### config.mk
export PLATFORM = sky130hd
export DESIGN_NAME = cell_octet_tracker
export DESIGN_NICKNAME = d
export VERILOG_FILES = /design/src/rtl/cell_octet_tracker.sv
export SDC_FILE = /design/constraint.sdc
export NUM_CORES = 1
export LEC_CHECK = 0
export BUFFER_PORTS_ARGS = -buffer_cell sky130_fd_sc_hd__buf_2
export CORE_AREA = 2 2 39 41
export DETAILED_ROUTE_END_ITERATION = 6
export DIE_AREA = 0 0 41 43
export PLACE_DENSITY = 0.57
export SLEW_MARGIN = 10
export SYNTH_ARGS = -nofsm -noshare
export SYNTH_HDL_FRONTEND = slang
export SYNTH_SLANG_ARGS = --single-unit
### constraint.sdc
create_clock -name clk_i -period 2.1 [get_ports clk_i]
set_input_delay 0.315 -clock clk_i [delete_from_list [all_inputs] [get_ports clk_i]]
set_output_delay 0.315 -clock clk_i [all_outputs]
set_load 0.02 [all_outputs]
### src/rtl/cell_octet_tracker.sv
module cell_octet_tracker #(
  parameter int unsigned CELL_LEN  = 53,
  parameter int unsigned CHECK_POS = 5,
  localparam int unsigned IDX_W    = $clog2(CELL_LEN + 1)
) (
  input  logic             clk_i,
  input  logic             rst_ni,
  input  logic             valid_i,
  input  logic             soc_i,
  output logic [IDX_W-1:0] idx_o,
  output logic             at_check_o
);
  localparam logic [IDX_W-1:0] LenC = IDX_W'(CELL_LEN);
  localparam logic [IDX_W-1:0] PosC = IDX_W'(CHECK_POS);
  localparam logic [IDX_W-1:0] OneC = IDX_W'(1);

  logic [IDX_W-1:0] cnt_q;
  logic [IDX_W-1:0] cur_idx;

  // index of the byte on the input this cycle
  always_comb begin
    if (soc_i || cnt_q == LenC) cur_idx = OneC;
    else                        cur_idx = cnt_q + OneC;
  end

  always_ff @(posedge clk_i or negedge rst_ni) begin
    if (!rst_ni)      cnt_q <= '0;
    else if (valid_i) cnt_q <= cur_idx;
  end

  assign idx_o      = cur_idx;
  assign at_check_o = valid_i && (cur_idx == PosC);
endmodule

==> results.md <==
- The library cell used as clock root buffer is clkbuf_4.
- The first detailed-routing pass ran for 2 iterations.
- By count the netlist is led by dfrtp_1 (6), nand2_1 (5), nand3_1 (3), nor2_1 (3).
- The per-cell via count in the routed design is 4.92.
- In the global route stage, met3 resource usage came out at 9.42%.
- The path class of the tightest hold or removal check is in -> reg.
- The number of max-slew violations in the final report is 0.
- The routing usage on met2 is 19.4%.
- The family of cells with the greatest summed delay on the critical path is simple AND/OR/NAND/NOR gates.
- The CTS buffer count is 3.
- The buffer depth of the longest clock path is 2.
- For this run, design rule violations remaining after detail routing come to 0.
- The count of cells along the worst register-to-register path is 6.
- Before CTS, the worst setup slack after placement is 141 ps.
- The number of cells traversed by the worst hold path is 2.
- The count of buffer and inverter cells on the critical path is 1.
- The relative max-transition margin is 78.7%.
- The largest single stage delay on the critical path is 480 ps.
- The critical path required time is 1780 ps.
- Overall power consumption after layout is estimated at 0.391 mW.
- The number of instances in the placed design is 70.
- The core occupancy in the finished layout is 41.8%.
- The number of hold-slack violations in the final timing report came to 0.
- The startpoint identified for the worst register-to-register timing path is cnt_q[1].
- The clock network accounts for 27.1% of the total power.
- Power spread over the standard cell area amounts to 676 nW/um2.
- Global routing consumed, over all layers together, 12.9% of the routing resources.
- The share of synthesized registers carrying an async set or reset is 100%.
- The analysis attributes to net switching a power of 0.128 mW.
- The CTS H-tree depth is 1.
- The count of warnings emitted by yosys is 0.
- The part of the cycle the worst path needs is 97.8%.
- The count of buffers inserted at the top-level ports is 10.
- The kind of start point of the critical path is a flop.
- The pin count of the biggest net entering global routing is 10.
- The largest clock skew in the final design is 5.91 ps.
- For this run, the number of standard cells in the final layout without fillers is 79.
- The top cell type by area accounts for 35.4% of the synthesized area.
- The count of unique library cells instantiated by Yosys is 25.
- The number of antenna violations at the first check in global routing is 0.
- The vias after detailed routing is 389.
- The die is 41 um wide.
- The via count of the first global-routing pass is 354.
- In this run the most used layer during global routing was met2.
- The share of total power in sequential cells is 39.0%.
- The worst register-to-register path ends at cnt_q[1].
- Across the run, the number of max-cap violations was 0.
- In this run the vertical extent of the chip is 43 um.
- The remaining global-route overflow is 0.
- The cell with the largest stage delay on the worst path is or4_4.
- The cell area after synthesis is 424 um2.
- The flow ran to the end, and the final reports show no timing, DRC or antenna violations.
- The clock transition at the registers of the reported paths is 40 ps.
- The signal arrival time at the worst endpoint is 1740 ps.
- The synthesis-to-finish area growth is 36.3%.
- The net count after synthesis is 52.
- Setup slack on the critical path of the routed design comes to 47.0 ps.
- The latest clock arrival within the worst-skew pair is 250 ps.
- The count of endpoints failing setup in the final report is 0.
- The first global-routing pass estimated 1460 um of wire.
- After detailed placement, the total cell area comes to 478 um2.
- The number of clock sinks is 6.
- The signal on the critical path passes through ha_4 -> xnor2_1 -> or4_4 -> nor3_2 -> buf_4.
- The floorplan has 14 rows.
- The largest registers in the layout are cnt_q (6).
- Cell internal power was estimated by the tool at 0.263 mW.
- At the pin with the least slew margin, the transition time is 320 ps.
- The launch point of the worst path is cnt_q[0].
- The leakage power is 0.254 nW.
- The flip-flop count of the largest register, all copies and words added is 6.
- The maximum ir drop on the vdd rail is 0.355 mV.
- The die covers 1760 um2.
- The switching power share of the total is 32.6%.
- The worst setup path is of the reg -> out kind.
- The post-route netlist has 49.2% of its cells at a drive strength greater than 1.
- In the final timing run, aggregate negative setup slack is 0 ps.
- The CTS tree is yes.
- For this run, the leading register cell type out of synthesis is dfrtp_1.
- The count of mapped cells out of synthesis is 46.
- The detail route stage leaves a number of antenna-violating nets equal to 0.
- Timing would allow up to 487 MHz.
- Setup repair after global routing could not meet its margin everywhere.
- Summing all non-filler instances in the final layout gives an area of 578 um2.
- Global routing consumed, on the met1 layer, 13.6% of the routing resources.
- The worst setup path is captured at a primary output.
- 0 antenna diodes ended up in the layout.
- The number of flops mapped to enable cells by yosys is 0.
- The final weighted congestion in routability-driven placement is 0.769.
- The worst hold margin is 383 ps.
- In this run the most critical hold path is launched from valid_i.
- The routed length per placed instance is 11.8 um.
- The register with the most flip-flops in the final layout is cnt_q.
- Per report_power, the combinational group accounts for 33.9% of the total.
- The effective utilization at floorplan is 30.7%.
- For this block, the routed nets add up to 934 um of wire.
- The most common cell in the synthesized netlist is dfrtp_1.
- Of the synthesized area, sequential elements account for 35.4%.
- The number of nets in the layout is 71.
- The time the worst path needs with I/O delays and setup is 2050 ps.
- The maximum net fanout on the critical path is 4.
- The hold-critical path endpoint is cnt_q[1].
- The synthesized design contains 6 register bits.
- During I/O placement, the number of pins put on the boundary was 11.
- The placeable core region is 1380 um2.
- For this block, the initial DRC count from the detailed router was 6.
- Ranked by total cell area, the synthesized netlist is headed by dfrtp_1 (35%), ha_1 (5.9%), mux2_2 (5.3%), nand2_1 (4.4%), o2bb2ai_1 (4.1%).
- The average instance in the mapped netlist occupies 9.22 um2.
- The cell taking the most area after synthesis is dfrtp_1.
- Fill cells in the final layout number 145.
- The setup check on the worst reg-to-reg path leaves a slack of 590 ps.
repair_timing:
action | 4_1_cts | 5_1_grt
resized for setup | 4 | 3
hold buffers | 1 | 0
endpoints found under the setup margin | 1 | 1
pin swaps | 0 | 1
buffers inserted | 3 | 2
hold endpoints to repair | 6 | 0
cloned | 0 | 0
kinds of logic after synthesis:
family                     count (synthesis)  synth area share, %
AOI/OAI and AO/OA                         11                 19.2
xor gates and xnor gates                   2                 4.13
adders and majority gates                  2                 5.90
buffers and inverters                      4                 5.60
DFF                                        6                 35.4
muxes                                      2                 5.31
and+or+nand+nor                           19                 24.5
how the worst max path moves through the flow:
stage	cells after the start	slack (ps)	to
detailed placement	5	140	at_check_o
CTS	5	30	at_check_o
floorplan	4	200	at_check_o
global placement	5	170	at_check_o
global route	5	-10	at_check_o
finish	5	50	at_check_o
cell usage in the layout (no fill, tap or decap), types with 2 or more instances in the layout:
| cell type | count |
|---|---|
| or2_2 | 2 |
| nand3_1 | 3 |
| a21oi_1 | 2 |
| buf_4 | 6 |
| buf_2 | 9 |
| dfrtp_2 | 2 |
| o2bb2ai_1 | 2 |
| ha_4 | 2 |
| mux2_2 | 2 |
| o21ai_0 | 2 |
| nor2_1 | 3 |
| nand2_1 | 5 |
| nand2b_1 | 2 |
| dfrtp_1 | 4 |
| clkbuf_4 | 3 |
routing by layer:
| layer | vias up | share of wire, % |
|---|---|---|
| met3 | 0 | 6.6 |
| met5 | - | 0 |
| met1 | 178 | 45 |
| met4 | 0 | 0 |
| li1 | 201 | - |
| met2 | 10 | 48 |
area by class of cell:
type	instances	area (um2)	share of cell area (%)
clock buffer	3	22.5	3.90
tap	16	20.0	3.46
multi-input combinational	36	275	47.6
inverter	2	7.51	1.30
timing repair buffer	16	100	17.3
sequential	6	153	26.4
power by group through the flow:
| stage | Combinational [mW] | Clock, mW | Sequential (mW) |
|---|---|---|---|
| floorplan | 0.0864 | 0 | 0.140 |
| global placement | 0.0943 | 0 | 0.151 |
| detailed placement | 0.0956 | 0 | 0.152 |
| CTS | 0.116 | 0.110 | 0.150 |
| global route | 0.149 | 0.121 | 0.155 |
| finish | 0.133 | 0.106 | 0.153 |
No activity file was read; power rests on OpenSTA's default activity.
